File: config.mk
export PLATFORM = sky130hd
export DESIGN_NAME = ll_desc_loader
export DESIGN_NICKNAME = d
export VERILOG_FILES = /design/src/rtl/ll_desc_pkg.sv /design/src/rtl/ll_addr_wrap.sv /design/src/rtl/ll_desc_regs.sv /design/src/rtl/ll_fetch_fsm.sv /design/src/rtl/ll_desc_loader.sv
export SDC_FILE = /design/constraint.sdc
export NUM_CORES = 1
export LEC_CHECK = 0
export ABC_AREA = 1
export BUFFER_PORTS_ARGS = -buffer_cell sky130_fd_sc_hd__buf_2
export CAP_MARGIN = 5
export CORE_MARGIN = 3
export CORE_UTILIZATION = 49
export CTS_CLUSTER_SIZE = 30
export DETAILED_ROUTE_END_ITERATION = 7
export PLACE_DENSITY_LB_ADDON = 0.25
export SYNTH_ARGS = -nofsm -noshare
export SYNTH_HDL_FRONTEND = slang
export SYNTH_HIERARCHICAL = 1
export SYNTH_SLANG_ARGS = --single-unit
File: constraint.sdc
create_clock -name clk -period 1.9 [get_ports clk]
set_input_delay 0.19 -clock clk [delete_from_list [all_inputs] [get_ports clk]]
set_output_delay 0.19 -clock clk [all_outputs]
set_load 0.02 [all_outputs]
File: src/rtl/ll_desc_pkg.sv
package ll_desc_pkg;
  localparam int unsigned DESC_WORDS = 4;
  localparam int unsigned IDX_W      = $clog2(DESC_WORDS);

  // Word slot within one descriptor; order is the read order.
  localparam logic [IDX_W-1:0] SLOT_SRC  = 2'd0;
  localparam logic [IDX_W-1:0] SLOT_DST  = 2'd1;
  localparam logic [IDX_W-1:0] SLOT_LEN  = 2'd2;
  localparam logic [IDX_W-1:0] SLOT_LINK = 2'd3;

  typedef enum logic [2:0] {
    ST_IDLE,
    ST_FETCH,
    ST_LOAD,
    ST_RUN,
    ST_NEXT
  } ld_state_e;
endpackage

File: src/rtl/ll_addr_wrap.sv
module ll_addr_wrap #(
  parameter int unsigned ADDR_W    = 16,
  parameter int unsigned ADDR_STEP = 1
) (
  input  logic [ADDR_W-1:0] cur,
  input  logic [ADDR_W-1:0] wrap_at,
  input  logic [ADDR_W-1:0] wrap_dest,
  output logic [ADDR_W-1:0] nxt
);
  function automatic logic [ADDR_W-1:0] advance(
    input logic [ADDR_W-1:0] a,
    input logic [ADDR_W-1:0] w,
    input logic [ADDR_W-1:0] t
  );
    if (a == w) return t;
    return a + ADDR_W'(ADDR_STEP);
  endfunction

  assign nxt = advance(cur, wrap_at, wrap_dest);
endmodule

File: src/rtl/ll_desc_regs.sv
module ll_desc_regs
  import ll_desc_pkg::*;
#(
  parameter int unsigned ADDR_W = 16,
  parameter int unsigned DATA_W = 32,
  parameter int unsigned LEN_W  = 16
) (
  input  logic              clk,
  input  logic              rst_n,
  input  logic              word_accept,
  input  logic [IDX_W-1:0]  word_idx,
  input  logic [DATA_W-1:0] word_data,
  input  logic              load_now,
  output logic [ADDR_W-1:0] stage_link,
  output logic              stage_len_zero,
  output logic [ADDR_W-1:0] cfg_src,
  output logic [ADDR_W-1:0] cfg_dst,
  output logic [LEN_W-1:0]  cfg_len
);
  logic [DATA_W-1:0] stage [DESC_WORDS];

  always_ff @(posedge clk or negedge rst_n) begin
    if (!rst_n) begin
      for (int i = 0; i < DESC_WORDS; i++) stage[i] <= '0;
    end else if (word_accept) begin
      stage[word_idx] <= word_data;
    end
  end

  assign stage_link     = stage[SLOT_LINK][ADDR_W-1:0];
  assign stage_len_zero = (stage[SLOT_LEN][LEN_W-1:0] == '0);

  always_ff @(posedge clk or negedge rst_n) begin
    if (!rst_n) begin
      cfg_src <= '0;
      cfg_dst <= '0;
      cfg_len <= '0;
    end else if (load_now) begin
      cfg_src <= stage[SLOT_SRC][ADDR_W-1:0];
      cfg_dst <= stage[SLOT_DST][ADDR_W-1:0];
      cfg_len <= stage[SLOT_LEN][LEN_W-1:0];
    end
  end
endmodule

File: src/rtl/ll_fetch_fsm.sv
module ll_fetch_fsm
  import ll_desc_pkg::*;
#(
  parameter int unsigned ADDR_W = 16
) (
  input  logic              clk,
  input  logic              rst_n,
  input  logic              start,
  input  logic [ADDR_W-1:0] head_ptr,
  input  logic              mem_rvalid,
  input  logic              xfer_done,
  input  logic              len_zero,
  input  logic [ADDR_W-1:0] link_ptr,
  output logic              mem_req,
  output logic [ADDR_W-1:0] mem_addr,
  output logic [IDX_W-1:0]  word_idx,
  output logic              word_accept,
  output logic              load_now,
  output logic              running,
  output logic              ring_end,
  output logic              cfg_err
);
  ld_state_e         state;
  logic [ADDR_W-1:0] cur_ptr;
  logic [ADDR_W-1:0] head_q;
  logic              link_is_head;

  function automatic logic [ADDR_W-1:0] word_addr(
    input logic [ADDR_W-1:0] base,
    input logic [IDX_W-1:0]  idx
  );
    return base + ADDR_W'(idx);
  endfunction

  assign link_is_head = (link_ptr == head_q);
  assign mem_req      = (state == ST_FETCH);
  assign mem_addr     = word_addr(cur_ptr, word_idx);
  assign word_accept  = mem_req && mem_rvalid;
  assign load_now     = (state == ST_LOAD) && !len_zero;
  assign running      = (state == ST_RUN);
  assign ring_end     = (state == ST_NEXT) && link_is_head;

  always_ff @(posedge clk or negedge rst_n) begin
    if (!rst_n) begin
      state    <= ST_IDLE;
      cur_ptr  <= '0;
      head_q   <= '0;
      word_idx <= '0;
      cfg_err  <= 1'b0;
    end else begin
      unique case (state)
        ST_IDLE: if (start) begin
          head_q   <= head_ptr;
          cur_ptr  <= head_ptr;
          word_idx <= '0;
          cfg_err  <= 1'b0;
          state    <= ST_FETCH;
        end
        ST_FETCH: if (mem_rvalid) begin
          if (word_idx == IDX_W'(DESC_WORDS - 1)) state <= ST_LOAD;
          else word_idx <= word_idx + 1'b1;
        end
        ST_LOAD: begin
          if (len_zero) begin
            cfg_err <= 1'b1;
            state   <= ST_IDLE;
          end else begin
            state <= ST_RUN;
          end
        end
        ST_RUN: if (xfer_done) state <= ST_NEXT;
        ST_NEXT: begin
          if (link_is_head) begin
            state <= ST_IDLE;
          end else begin
            cur_ptr  <= link_ptr;
            word_idx <= '0;
            state    <= ST_FETCH;
          end
        end
        default: state <= ST_IDLE;
      endcase
    end
  end
endmodule

File: src/rtl/ll_desc_loader.sv
module ll_desc_loader
  import ll_desc_pkg::*;
#(
  parameter int unsigned ADDR_W    = 16,
  parameter int unsigned DATA_W    = 32,
  parameter int unsigned LEN_W     = 16,
  parameter int unsigned ADDR_STEP = 1
) (
  input  logic              clk,
  input  logic              rst_n,
  input  logic              start,
  input  logic [ADDR_W-1:0] head_ptr,
  input  logic [ADDR_W-1:0] wrap_addr,
  input  logic [ADDR_W-1:0] wrap_to,
  input  logic [ADDR_W-1:0] xfer_addr,
  output logic [ADDR_W-1:0] xfer_addr_next,
  output logic              mem_req,
  output logic [ADDR_W-1:0] mem_addr,
  input  logic              mem_rvalid,
  input  logic [DATA_W-1:0] mem_rdata,
  output logic              cfg_valid,
  output logic [ADDR_W-1:0] cfg_src,
  output logic [ADDR_W-1:0] cfg_dst,
  output logic [LEN_W-1:0]  cfg_len,
  input  logic              xfer_done,
  output logic              list_done,
  output logic              cfg_err
);
  // Named internal events, visible to the bound checker.
  logic              evt_word_accept;
  logic              evt_load;
  logic [IDX_W-1:0]  word_idx;
  logic [ADDR_W-1:0] link_ptr;
  logic              len_zero;

  ll_fetch_fsm #(.ADDR_W(ADDR_W)) u_fsm (
    .clk         (clk),
    .rst_n       (rst_n),
    .start       (start),
    .head_ptr    (head_ptr),
    .mem_rvalid  (mem_rvalid),
    .xfer_done   (xfer_done),
    .len_zero    (len_zero),
    .link_ptr    (link_ptr),
    .mem_req     (mem_req),
    .mem_addr    (mem_addr),
    .word_idx    (word_idx),
    .word_accept (evt_word_accept),
    .load_now    (evt_load),
    .running     (cfg_valid),
    .ring_end    (list_done),
    .cfg_err     (cfg_err)
  );

  ll_desc_regs #(.ADDR_W(ADDR_W), .DATA_W(DATA_W), .LEN_W(LEN_W)) u_regs (
    .clk            (clk),
    .rst_n          (rst_n),
    .word_accept    (evt_word_accept),
    .word_idx       (word_idx),
    .word_data      (mem_rdata),
    .load_now       (evt_load),
    .stage_link     (link_ptr),
    .stage_len_zero (len_zero),
    .cfg_src        (cfg_src),
    .cfg_dst        (cfg_dst),
    .cfg_len        (cfg_len)
  );

  ll_addr_wrap #(.ADDR_W(ADDR_W), .ADDR_STEP(ADDR_STEP)) u_wrap (
    .cur       (xfer_addr),
    .wrap_at   (wrap_addr),
    .wrap_dest (wrap_to),
    .nxt       (xfer_addr_next)
  );
endmodule

# Word-level counts from Yosys, hierarchy flattened
# Cells that the tools add are included.
[op_classes]
addsub = 3
mul = 0
div_mod_pow = 0
order_cmp = 2
eq_ne = 14
shift = 0
mux = 24
n_bitwise = 1
n_reduce_logical = 15
[op_table]
columns = ["op", "n"]
rows = [
  ["128-bit bitwise mux", 1],
  ["32-bit demux with 2-bit select", 1],
  ["16-bit 2-to-1 mux", 4],
  ["16-bit == test", 2],
  ["32-bit 2-to-1 mux", 1],
  ["16-bit one-hot mux with 2 select lines", 1],
  ["16-bit by 1-bit adder with 16-bit output (second input constant)", 1],
  ["16-bit by 2-bit adder with 16-bit output", 1],
  ["16-bit zero test", 1],
  ["3-bit one-hot mux with 5 select lines", 1],
  ["3-bit 2-to-1 mux", 4],
  ["2-bit 2-to-1 mux", 5],
  ["2-bit inequality test (second input constant)", 5],
  ["3-bit by 2-bit == test with 1-bit output (second input constant)", 2],
  ["2-bit one-hot mux with 3 select lines", 1],
  ["3-bit AND reduction", 2],
  ["5-bit AND reduction", 1],
  ["1-bit logical AND", 4],
  ["1-bit 2-to-1 mux", 4],
  ["2-bit by 1-bit inequality test with 1-bit output (second input constant)", 2],
  ["4-bit AND reduction", 1],
  ["2-bit nonzero test", 2],
  ["3-bit by 1-bit == test with 1-bit output (second input constant)", 1],
  ["3-bit == test (second input constant)", 1],
  ["10 further kinds", 10],
]
[totals]
reg_bits = 214
latchBits = 0
ramBits = 0
mem_bits_ro = 0
inputBits = 101
out_inout_bits = 84
wordCells = 71
memories = 0

# Longest topological paths before layout
[depth]
depth_word = 6
ltp_mapped = 12
ltp_nobuf = 12

# Modules after synthesis
# Netlist, hierarchy kept.
[by_module_without_submodules]
columns = ["module", "n_inst", "cells_each", "area_per_inst_um2", "seq_area_each_um2"]
rows = [
  ["ll_desc_regs", 1, 385, 4633.2, 2802.7],
  ["ll_fetch_fsm", 1, 365, 2486.1, 950.9],
  ["ll_addr_wrap", 1, 202, 937.1, 0.0],
]

# Worst setup path before layout
# No wires, ideal clock.
[synth_path]
path_kind = "reg-to-output"
start = "register u_fsm.word_idx[0]"
end = "output port mem_addr[14]"
t_arrival_ns = 1.998
required_ns = 1.710
slack_ns = -0.288
path_stages_with_launch = 9
n_path_buf = 0
path_cell_list = "dfrtp_1 ha_1 inv_1 fa_1 nor2_2 nand4_1 nor2_2 nand3_1 xnor2_1"
[synth_via]
elab_chain_cells = 1
[synth_rtl]
columns = ["element", "line_no", "rtl"]
rows = [
  ["start, declared", "ll_fetch_fsm.sv:16", "output logic [IDX_W-1:0] word_idx,"],
  ["start signal, assigned", "ll_fetch_fsm.sv:61", "else word_idx <= word_idx + 1'b1;"],
  ["16-bit by 2-bit adder with 16-bit output", "ll_fetch_fsm.sv:32", "return base + ADDR_W'(idx);"],
  ["end, declared", "ll_desc_loader.sv:18", "output logic [ADDR_W-1:0] mem_addr,"],
]
# No other way between the ends.

# Worst setup path after layout
# Ends and elaborated chain as after synthesis.

==> impl_results.md <==
- Worst-Skew Late Latency: 0.42 ns
- CTS root buf: clkbuf_16
- Worst-margin pin slew: between 0.4 and 0.5 ns
- Drt pass-1 iters: 5
- Combinational power share: 0.402
- Number of global-route vias before repair: 6058
- Starting DRT DRC Count: around 340
- Placed insts: about 1300
- P_sw: 5.861 mW
- Post-route DRC: 0
- Slowest Stage Delay on Critical Path: 0.36 ns
- Commonest cells in the netlist: nand2_1, dfrtp_1, inv_1
- Place WS: -0.06815 ns
- Fin. Hold Viols: 0
- Final worst slack: -0.5534 ns
- Pwr dens: between 1500 and 2000 mW/mm^2
- Cell area after synthesis: a little over 0.008 sq mm
- Antenna Violating Nets Remaining: 0
- Die H: ~130 microns
- Cell family with most CP delay: simple AND/OR/NAND/NOR gates
- Max Cap Viol: 0
- Filler cells: 1475
- Share of layout cells above drive strength 1: 0.3333
- Layout Area Growth over Synthesis: 21.87%
- Status: finished, violations left
- Core area: about 0.016 sq mm
- Final setup TNS: -4.084 ns
- Number of setup violations in the final report: 14
- CP max stage cell: fa_2
- Worst EP arrival: roughly 2.3 ns
- Gr ovfl total: 0
- Leak: 5.336 nW
- Syn Area/Cell: roughly 8.5 sq um
- Synth top area share: 0.4659
- Post-Route WL: approximately 19 mm
- Clk buf depth: 2
- Initial antenna violation count: 0
- Post-synth ARST share: 1.000
- Avg Vias per Cell: about 4.8
- Vias post-DR: approximately 6500
- Total Routing Usage GR: 0.2113
- Yosys warning count: 6
- Failing checks: setup timing
- Pin count of the biggest net entering global routing: between 40 and 50
- Max FO, Critical Path: 3
- Cell Rows: 46
- Total CTS buffers: 17
- Non-filler cells, final: 1356
- Kind of critical path: flop to output port
- Worst-path clk slew: approximately 0.06 ns
- Synth unique cells: 36
- CTS tree: done
- Buffers on Ports: ~170
- FF+latch count, synth: 150
- CP Capture Type: output port
- Syn_nets: about 1100
- Clock skew: 0.008037 ns
- H-tree levels: 4
- Peak supply drop: about 0.001 V
- Hold Crit Class: input port to flop
- Synth Flop Type: dfrtp_1
- Die X: about 130 microns
- RePlAce Congestion: ~0.85
- Util after Layout: 0.6136
- CP Launch Type: flop
- Slew HR: 0.7047
- Wire length of the first global-routing pass: 30.33 mm
- Total power: 15.25 mW
- Reg power frac: 0.371
- Mapped Cells: ~950
- ANT cells: 0
- Initial Utilization: 0.5035
- Die area: roughly 0.018 sq mm
- Clk sinks: 150
- Period utilization: 1.291
- WL/cell: 13.70 microns
- Crit path required time: 1.71 ns
- Fmax: 0.4076 GHz
- I/O pins: between 150 and 200
- Post-synthesis sequential area ratio: 0.4659
- Cell Chain, Critical Path: ha_2, inv_2, fa_2, nor2_4, nand4_1, nor2_2, nand3_1, xnor2_2, buf_4
- Critical path buffer and inverter count: 2
- Largest cells by area after synthesis: dfrtp_1, nand2_1, inv_1, o21ai_2, mux2_2
- Clock power share: 0.227
- RSZ-0062 raised after global routing: true
- Nets: 1233
- Post-layout min period: approximately 2.5 ns
- Cell taking the most area after synthesis: dfrtp_1
- Int Power: 9.393 mW
- Post-DP HPWL: 13.38 mm
- Most frequent cell after synthesis: nand2_1
- Sw Ratio: 0.3842
- EDFF count, synth: 0
- Slew Viols, Final: 0
## cells in the final DEF (no fill, tap or decap), drive strengths merged
master and n:
ha 4, buf 202, nor2 80, o22ai 1, o21ai 88, nand3 52, clkinv 5, dlygate4sd3 1
nor3 3, clkinvlp 1, nand2 313, mux2 36, a21oi 24, bufinv 3, and2 1, xor2 13
inv 123, fa 1, nand3b 1, clkbuf 22, xnor2 10, nand4 6, dfrtp 150
## path summary, 6_finish.rpt
check,start,end,slack (ns),depth (start not counted)
min,xfer_done,u_fsm/state[1]$_DFFE_PN0P_,0.05,4
min in group asynchronous,rst_n,u_regs/cfg_dst[2]$_DFFE_PN0P_,0.27,2
max in group asynchronous,rst_n,u_fsm/cur_ptr[8]$_DFFE_PN0P_,0.97,3
min reg2reg,u_regs/stage[102]$_DFFE_PN0P_,u_regs/stage[102]$_DFFE_PN0P_,0.48,2
max reg2reg,u_fsm/state[0]$_DFFE_PN0P_,u_regs/cfg_dst[3]$_DFFE_PN0P_,0.21,5
max,u_fsm/word_idx[0]$_DFFE_PN0P_,mem_addr[14],-0.55,9
## through the flow
step,hold slack (ns),instance area [sq um]
after floorplan,-0.1056,8089
after global placement,0.1534,8986
after detailed placement,0.1505,8986
after CTS,0.01766,9707
after global routing,0.06330,9818
final,0.04719,9818
## metal layers
metal,routed length (microns),up-vias,GRT usage
met1,8584,2968,0.2954
met5,0,-,0
met4,181,0,0.05317
met2,8603,184,0.3338
met3,1206,15,0.05176
li1,-,3311,-
## flip-flops by register name (all words and copies together), names as in the netlist
| register | flops |
|---|---|
| u_regs/stage | 48 |
| u_regs/cfg_len | 16 |
| u_fsm/state | 3 |
| u_regs/cfg_dst | 16 |
| u_regs/stage_link | 16 |
| u_fsm/word_idx | 2 |
| u_regs/cfg_src | 16 |
| u_fsm/cur_ptr | 16 |
| u_fsm/head_q | 16 |
| u_fsm/cfg_err | 1 |
## worst min-delay path, delay by kind of cell
family	cells	cell delay (ns)
simple gates	2	0.10
buf+inv	2	0.14
## power groups by stage
| stage | registers (mW) | clock network (mW) | logic (mW) |
|---|---|---|---|
| 2_1_floorplan | 6.00 | 0 | 4.13 |
| 3_3_place_gp | 5.62 | 0 | 5.81 |
| 3_5_place_dp | 5.66 | 0 | 5.95 |
| 4_1_cts | 5.64 | 3.54 | 6.05 |
| 5_1_grt | 5.85 | 3.67 | 6.88 |
| 6_report | 5.66 | 3.47 | 6.13 |
## cell type report
| type | count | area [sq um] | share of cell area |
|---|---|---|---|
| clock inverter | 10 | 142.6 | 0.01453 |
| clock buffer | 22 | 474.2 | 0.04830 |
| inverter | 122 | 457.9 | 0.04664 |
| tap | 216 | 270.3 | 0.02753 |
| multi-input combinational | 633 | 3520 | 0.3585 |
| sequential | 150 | 3755 | 0.3824 |
| timing repair buffer | 203 | 1199 | 0.1221 |
## repair_timing
action                                 in CTS  in global routing
gates resized for setup                    15                 17
pin swaps                                   8                 14
gates cloned                                1                  0
hold buffers                                1                  0
setup endpoints to repair                  14                 15
buffers inserted                            5                  9
endpoints found under the hold margin      43                  0
## logic make-up (layout without fill, tap and decap cells)
group / Yosys count / count (layout) / share of synthesized area
AND/OR/NAND/NOR: 455 / 456 / 0.2429
buffers and inverters: 170 / 357 / 0.1093
flip-flops: 150 / 150 / 0.4659
AO/OA/AOI/OAI: 113 / 113 / 0.09225
multiplexers: 36 / 36 / 0.05591
XOR/XNOR: 23 / 23 / 0.02500
adder cells (fa/ha/maj): 5 / 5 / 0.008697
Note: power is estimated with default switching activity, not from simulation.
